File: src/rtl/desc_list_pkg.sv
package desc_list_pkg;

  localparam int ADDR_W    = 64;
  localparam int LEN_W     = 32;
  localparam int WORD_W    = 32;
  localparam int PAGE_BITS = 12;

  typedef enum logic [2:0] {
    ST_IDLE,
    ST_PERIOD,
    ST_CHUNK,
    ST_WRITE,
    ST_FINISH
  } dlb_state_e;

  // Bytes left before the next 4 KiB boundary of the offset.
  function automatic logic [LEN_W-1:0] page_room(input logic [LEN_W-1:0] off);
    logic [LEN_W-1:0] low;
    low = {{(LEN_W-PAGE_BITS){1'b0}}, off[PAGE_BITS-1:0]};
    return (LEN_W'(1) << PAGE_BITS) - low;
  endfunction

  function automatic logic [LEN_W-1:0] clip_chunk(input logic [LEN_W-1:0] want,
                                                  input logic [LEN_W-1:0] off,
                                                  input logic             align);
    logic [LEN_W-1:0] room;
    room = page_room(off);
    return (align && (want > room)) ? room : want;
  endfunction

  function automatic logic [LEN_W-1:0] min_len(input logic [LEN_W-1:0] a,
                                               input logic [LEN_W-1:0] b);
    return (a < b) ? a : b;
  endfunction

endpackage

File: src/rtl/desc_period_calc.sv
module desc_period_calc
  import desc_list_pkg::*;
(
  input  logic [LEN_W-1:0] buf_len,
  input  logic [LEN_W-1:0] period_len,
  input  logic [LEN_W-1:0] offset,
  input  logic             irq_en,
  output logic             exhausted,
  output logic [LEN_W-1:0] span,
  output logic             span_irq
);
  logic [LEN_W-1:0] eff_period;
  logic [LEN_W-1:0] left;

  always_comb begin
    eff_period = (period_len == '0) ? buf_len : period_len;
    exhausted  = (offset >= buf_len);
    left       = exhausted ? '0 : (buf_len - offset);
    span       = min_len(eff_period, left);
    // a short tail period never gets the interrupt flag
    span_irq   = irq_en && (left >= eff_period);
  end
endmodule

File: src/rtl/desc_chunk_calc.sv
module desc_chunk_calc
  import desc_list_pkg::*;
(
  input  logic [LEN_W-1:0] period_left,
  input  logic [LEN_W-1:0] offset,
  input  logic             align,
  output logic [LEN_W-1:0] chunk,
  output logic             closes_period
);
  always_comb begin
    chunk         = clip_chunk(period_left, offset, align);
    closes_period = (chunk == period_left);
  end
endmodule

File: src/rtl/desc_word_sel.sv
module desc_word_sel
  import desc_list_pkg::*;
(
  input  logic [ADDR_W-1:0] base,
  input  logic [LEN_W-1:0]  offset,
  input  logic [LEN_W-1:0]  chunk,
  input  logic              ioc,
  input  logic [1:0]        word_idx,
  output logic [WORD_W-1:0] word
);
  logic [ADDR_W-1:0] chunk_addr;
  logic [WORD_W-1:0] words [4];

  assign chunk_addr = base + {{(ADDR_W-LEN_W){1'b0}}, offset};

  always_comb begin
    words[0] = chunk_addr[WORD_W-1:0];
    words[1] = chunk_addr[ADDR_W-1:WORD_W];
    words[2] = chunk;
    words[3] = {{(WORD_W-1){1'b0}}, ioc};
  end

  assign word = words[word_idx];
endmodule

File: src/rtl/desc_list_builder.sv
module desc_list_builder
  import desc_list_pkg::*;
#(
  parameter int MAX_ENTRIES = 256,
  localparam int IDX_W = $clog2(MAX_ENTRIES),
  localparam int CNT_W = $clog2(MAX_ENTRIES + 1),
  localparam int WA_W  = IDX_W + 2
) (
  input  logic              clk,
  input  logic              rst_n,
  input  logic              start,
  input  logic [63:0]       cfg_base,
  input  logic [31:0]       cfg_buf_len,
  input  logic [31:0]       cfg_period_len,
  input  logic              cfg_align4k,
  input  logic              cfg_irq_en,
  output logic              wr_valid,
  input  logic              wr_ready,
  output logic [WA_W-1:0]   wr_addr,
  output logic [31:0]       wr_data,
  output logic              busy,
  output logic              done,
  output logic              error,
  output logic [CNT_W-1:0]  entry_count
);
  localparam logic [CNT_W-1:0] LIMIT = CNT_W'(MAX_ENTRIES);

  dlb_state_e        state;
  logic [ADDR_W-1:0] base_q;
  logic [LEN_W-1:0]  len_q, per_q;
  logic              align_q, irq_q;
  logic [LEN_W-1:0]  offset_q, per_left_q, chunk_q;
  logic              per_irq_q, last_q, error_q;
  logic [1:0]        word_q;
  logic [CNT_W-1:0]  count_q;

  // named events
  logic             accept_start, word_fire, entry_fire, limit_hit;
  logic             exhausted, span_irq, closes;
  logic [LEN_W-1:0] span, chunk;

  assign accept_start = start && (state == ST_IDLE);
  assign word_fire    = wr_valid && wr_ready;
  assign entry_fire   = word_fire && (word_q == 2'd3);
  assign limit_hit    = (count_q == LIMIT);

  desc_period_calc u_period (
    .buf_len    (len_q),
    .period_len (per_q),
    .offset     (offset_q),
    .irq_en     (irq_q),
    .exhausted  (exhausted),
    .span       (span),
    .span_irq   (span_irq)
  );

  desc_chunk_calc u_chunk (
    .period_left   (per_left_q),
    .offset        (offset_q),
    .align         (align_q),
    .chunk         (chunk),
    .closes_period (closes)
  );

  desc_word_sel u_word (
    .base     (base_q),
    .offset   (offset_q),
    .chunk    (chunk_q),
    .ioc      (last_q && per_irq_q),
    .word_idx (word_q),
    .word     (wr_data)
  );

  always_ff @(posedge clk or negedge rst_n) begin
    if (!rst_n) begin
      state      <= ST_IDLE;
      base_q     <= '0;
      len_q      <= '0;
      per_q      <= '0;
      align_q    <= 1'b0;
      irq_q      <= 1'b0;
      offset_q   <= '0;
      per_left_q <= '0;
      chunk_q    <= '0;
      per_irq_q  <= 1'b0;
      last_q     <= 1'b0;
      error_q    <= 1'b0;
      word_q     <= '0;
      count_q    <= '0;
    end else begin
      unique case (state)
        ST_IDLE: begin
          if (accept_start) begin
            base_q   <= cfg_base;
            len_q    <= cfg_buf_len;
            per_q    <= cfg_period_len;
            align_q  <= cfg_align4k;
            irq_q    <= cfg_irq_en;
            offset_q <= '0;
            count_q  <= '0;
            error_q  <= 1'b0;
            state    <= ST_PERIOD;
          end
        end
        ST_PERIOD: begin
          if (exhausted) begin
            state <= ST_FINISH;
          end else begin
            per_left_q <= span;
            per_irq_q  <= span_irq;
            state      <= ST_CHUNK;
          end
        end
        ST_CHUNK: begin
          if (limit_hit) begin
            error_q <= 1'b1;
            state   <= ST_FINISH;
          end else begin
            chunk_q <= chunk;
            last_q  <= closes;
            word_q  <= '0;
            state   <= ST_WRITE;
          end
        end
        ST_WRITE: begin
          if (word_fire) word_q <= word_q + 2'd1;
          if (entry_fire) begin
            offset_q   <= offset_q + chunk_q;
            per_left_q <= per_left_q - chunk_q;
            count_q    <= count_q + 1'b1;
            state      <= last_q ? ST_PERIOD : ST_CHUNK;
          end
        end
        ST_FINISH: state <= ST_IDLE;
        default:   state <= ST_IDLE;
      endcase
    end
  end

  assign wr_valid    = (state == ST_WRITE);
  assign wr_addr     = {count_q[IDX_W-1:0], word_q};
  assign busy        = (state != ST_IDLE);
  assign done        = (state == ST_FINISH);
  assign error       = error_q;
  assign entry_count = count_q;

endmodule

File: config.mk
export PLATFORM = sky130hd
export DESIGN_NAME = desc_list_builder
export DESIGN_NICKNAME = d
export VERILOG_FILES = /design/src/rtl/desc_list_pkg.sv /design/src/rtl/desc_period_calc.sv /design/src/rtl/desc_chunk_calc.sv /design/src/rtl/desc_word_sel.sv /design/src/rtl/desc_list_builder.sv
export SDC_FILE = /design/constraint.sdc
export NUM_CORES = 1
export LEC_CHECK = 0
export CORE_MARGIN = 4
export CORE_UTILIZATION = 60
export CTS_CLUSTER_DIAMETER = 40
export DETAILED_ROUTE_END_ITERATION = 8
export GPL_TIMING_DRIVEN = 0
export MAX_ROUTING_LAYER = met4
export PLACE_DENSITY = 0.88
export REMOVE_ABC_BUFFERS = 1
export SLEW_MARGIN = 20
export SYNTH_ARGS = -nofsm -noshare
export SYNTH_HDL_FRONTEND = slang
export SYNTH_SLANG_ARGS = --single-unit
File: constraint.sdc
create_clock -name clk -period 18.4 [get_ports clk]
set_clock_uncertainty 0.05 [all_clocks]
set_input_delay 1.84 -clock clk [delete_from_list [all_inputs] [get_ports clk]]
set_output_delay 1.84 -clock clk [all_outputs]
set_load 0.05 [all_outputs]
==> impl_metrics.tcl <==
set metrics [dict create \
    status "finished, final reports clean" \
    slew_viol_final 0 \
    synth_commonest_cells "dfrtp_1 (243), a21oi_1 (200), nand2_1 (198)" \
    synth_top_area_share_pct 31.47 \
    path_class "flip-flop to output port" \
    postSynthCellCount 2210 \
    track_usage_pct 32.18 \
    first_iter_violations 1507 \
    cts_made_buffers 43 \
    drive_gt1_share_pct 10.58 \
    htree_levels 2 \
    rsz0062_at_grt "false" \
    fin_crit_ns 7.513 \
    cts.sink_count 243 \
    path_buf_inv 2 \
    via_count 17810 \
    synth-edff-count 0 \
    slowest_delay_ns 0.85 \
    synthMostInstantiatedCell "dfrtp_1" \
    syn_avg_cell_area_um2 8.742 \
    cts_setup_buffers 0 \
    clockBufferDepth 3 \
    crit_fanout 8 \
    ys.flop_type "dfrtp_1" \
    wirelength_mm 56.96 \
    ys_ff_latch 243 \
    synthArstFlopShare_pct 100.0 \
    cap_violations 0 \
    synth_cell_type_count 84 \
    die_h_um 187.4 \
    postRouteAntennaNets 0 \
    ctsHoldBuffers 0 \
    grt_overflow 0 \
    wl_per_cell_um 20.32 \
    coreArea_um2 31640 \
    yosysWarnings 0 \
    start_util_pct 61.07 \
    vias_per_cell 6.352 \
    final_net_count 2680 \
    io_pins 189 \
    hold_viol 0 \
    diodes 0 \
    synth.area.top_cells "dfrtp_1 (31%), ha_1 (11%), mux2_2 (7.2%), a21oi_1 (5.2%), xnor2_1 (4.6%)" \
    grt_pass1_wl_mm 90.58 \
    cts_root_buf "clkbuf_16" \
    first_global_vias 17720 \
    syn_to_final_growth_pct 19.37 \
    crit_arrival_ns 5.62 \
    r2r-start "offset_q[1]" \
    crit_family "compound AO/OA/AOI/OAI gates" \
    r2r_setup_slack_ns 11.15 \
    critical_path.startpoint_type "flip-flop" \
    fillers 2312 \
    relSlewSlack_pct 30.90 \
    max_freq_mhz 133.1 \
    syn_area_um2 19320 \
    critPathRequiredTime_ns 16.51 \
    synth_top_area_cell "dfrtp_1" \
    clock_latency_ns 0.55 \
    post_cts_resized 0 \
    layout_worst_path_cycle_share_pct 40.83 \
    path_clk_slew_ns 0.05 \
    startpoint "offset_q[0]" \
    grt_max_degree 97 \
    worstPathCellList "ha_1 -> inv_1 -> fa_1 -> nor2b_1 -> o21ai_0 -> a21oi_1 -> o31a_1 -> o211ai_1 -> a211oi_2 -> o32ai_2 -> or4_1 -> nor3_1 -> xnor2_1 -> o22ai_1 -> clkdlybuf4s50_1" \
    design.die.area_um2 35130 \
    ys_seq_area_share_pct 31.47 \
    antenna_found_initial 0 \
    cp-end-kind "output port" \
    cts_tree "done" \
    gp_congestion 0.9854 \
    tightest_slew_ns 1.033 \
    remaining_drc_errors 0 \
    hp-start "base_q[8]" \
    dr.pass1.iters 8 \
    dp_hpwl_mm 42.58 \
    tns_ns 0 \
    worstHoldPathType "flip-flop to flip-flop" \
    final-setup-viol-count 0 \
    slowest_stage "clkdlybuf4s50_1" \
    row_count 65 \
    die_w_um 187.4 \
    port_buffers 188 \
]
per-stage QoR:
stage          hold slack (ns)  cell area (um2)  setup WS [ns]  utilization (%)  cells
2_1_floorplan           0.3891            18890          11.70                -   2121
3_3_place_gp            0.4347            21280          5.149            67.26   2711
3_5_place_dp            0.4524            21550          11.30            68.12   2724
4_1_cts                 0.4683            23060          10.91            72.88   2803
5_1_grt                 0.4881            23060          10.67            72.90   2803
6_report                0.4643            23060          10.89            72.90   2803
routing by layer:
layer	global-route usage, %	vias up	part of all wire (%)
met5	-	-	0
met4	13.89	0	4.4
met3	4.946	151	7.8
met2	50.64	842	45
met1	41.64	8465	43
li1	-	8348	-
registers in the layout, summed over array words and instances (netlist names):
name,flops
per_q,32
chunk_q,32
base_q,64
word_q,2
per_left_q,32
irq_q,1
offset_q,32
per_irq_q,1
state,3
error,1
align_q,1
last_q,1
len_q,32
entry_count,9
cell families after synthesis:
kind of cell	Yosys count	share of synthesized area, %
buffers and inverters	203	4.417
xor gates and xnor gates	158	7.163
adders and majority gates	179	11.75
AOI/OAI and AO/OA	659	21.27
and+or+nand+nor	622	15.56
muxes	146	8.367
DFF	243	31.47
final timing paths:
path,to,cells after the start
min in group asynchronous,per_q[2],1
hold reg to reg,base_q[8],1
setup reg to reg,per_left_q[0],23
setup / recovery,wr_data[18],15
hold / removal,base_q[8],1
max in group asynchronous,chunk_q[31],3
placed cells by master, fill, tap and decap left out, types with 5 or more instances in the layout:
cell,instances
inv_1,112
a221oi_1,5
nand4_1,32
dfrtp_1,241
a31oi_1,23
mux2i_1,22
o31a_1,7
nand2_1,195
clkdlybuf4s50_1,187
mux2_2,124
o31ai_1,13
and3_1,23
and2_1,22
o22ai_1,49
ha_1,175
o211ai_1,18
nor3_1,40
nor2_1,137
or3_1,14
xor2_1,56
inv_6,8
nand2b_1,24
a211oi_1,17
o21a_1,22
clkinv_4,6
nand3_1,55
clkbuf_8,6
o21ai_0,144
nor2b_1,18
o21bai_1,20
clkbuf_16,45
a21o_1,72
xnor2_1,102
nor4_1,17
nor3b_1,5
or2_2,10
o21ai_1,15
a21oi_1,200
final cells by class:
| type | count | area, um2 | area share (%) |
|---|---|---|---|
| tap | 402 | 503.0 | 2.181 |
| sequential | 243 | 6083 | 26.38 |
| inverter | 114 | 427.9 | 1.855 |
| clock buffer | 54 | 1220 | 5.290 |
| clock inverter | 25 | 285.3 | 1.237 |
| timing repair buffer | 201 | 2118 | 9.185 |
| multi-input combinational | 1764 | 12420 | 53.87 |
worst reg2reg max path, cell delays in order, from the launching register on:
cell and delay (ns):
dfrtp_1 0.45, inv_1 0.22, ha_1 0.35, nor2b_1 0.21, o211ai_1 0.13, a31oi_1 0.42
a211oi_1 0.23, o31ai_1 0.62, a31oi_1 0.26, o31ai_1 0.35, a21oi_1 0.14, xnor2_1 0.16
and2_1 0.17, ha_1 0.29, nand2_1 0.06, or3_1 0.41, or3_1 0.44, or4_4 0.57
o31ai_2 0.29, nor4_1 0.12, nand2b_4 0.41, or2_0 0.34, a311oi_1 0.32, a21oi_1 0.09
Power is left out: the tool's default activity adds up to more than one toggle a clock period on the data nets, which glitch-free logic cannot reach.
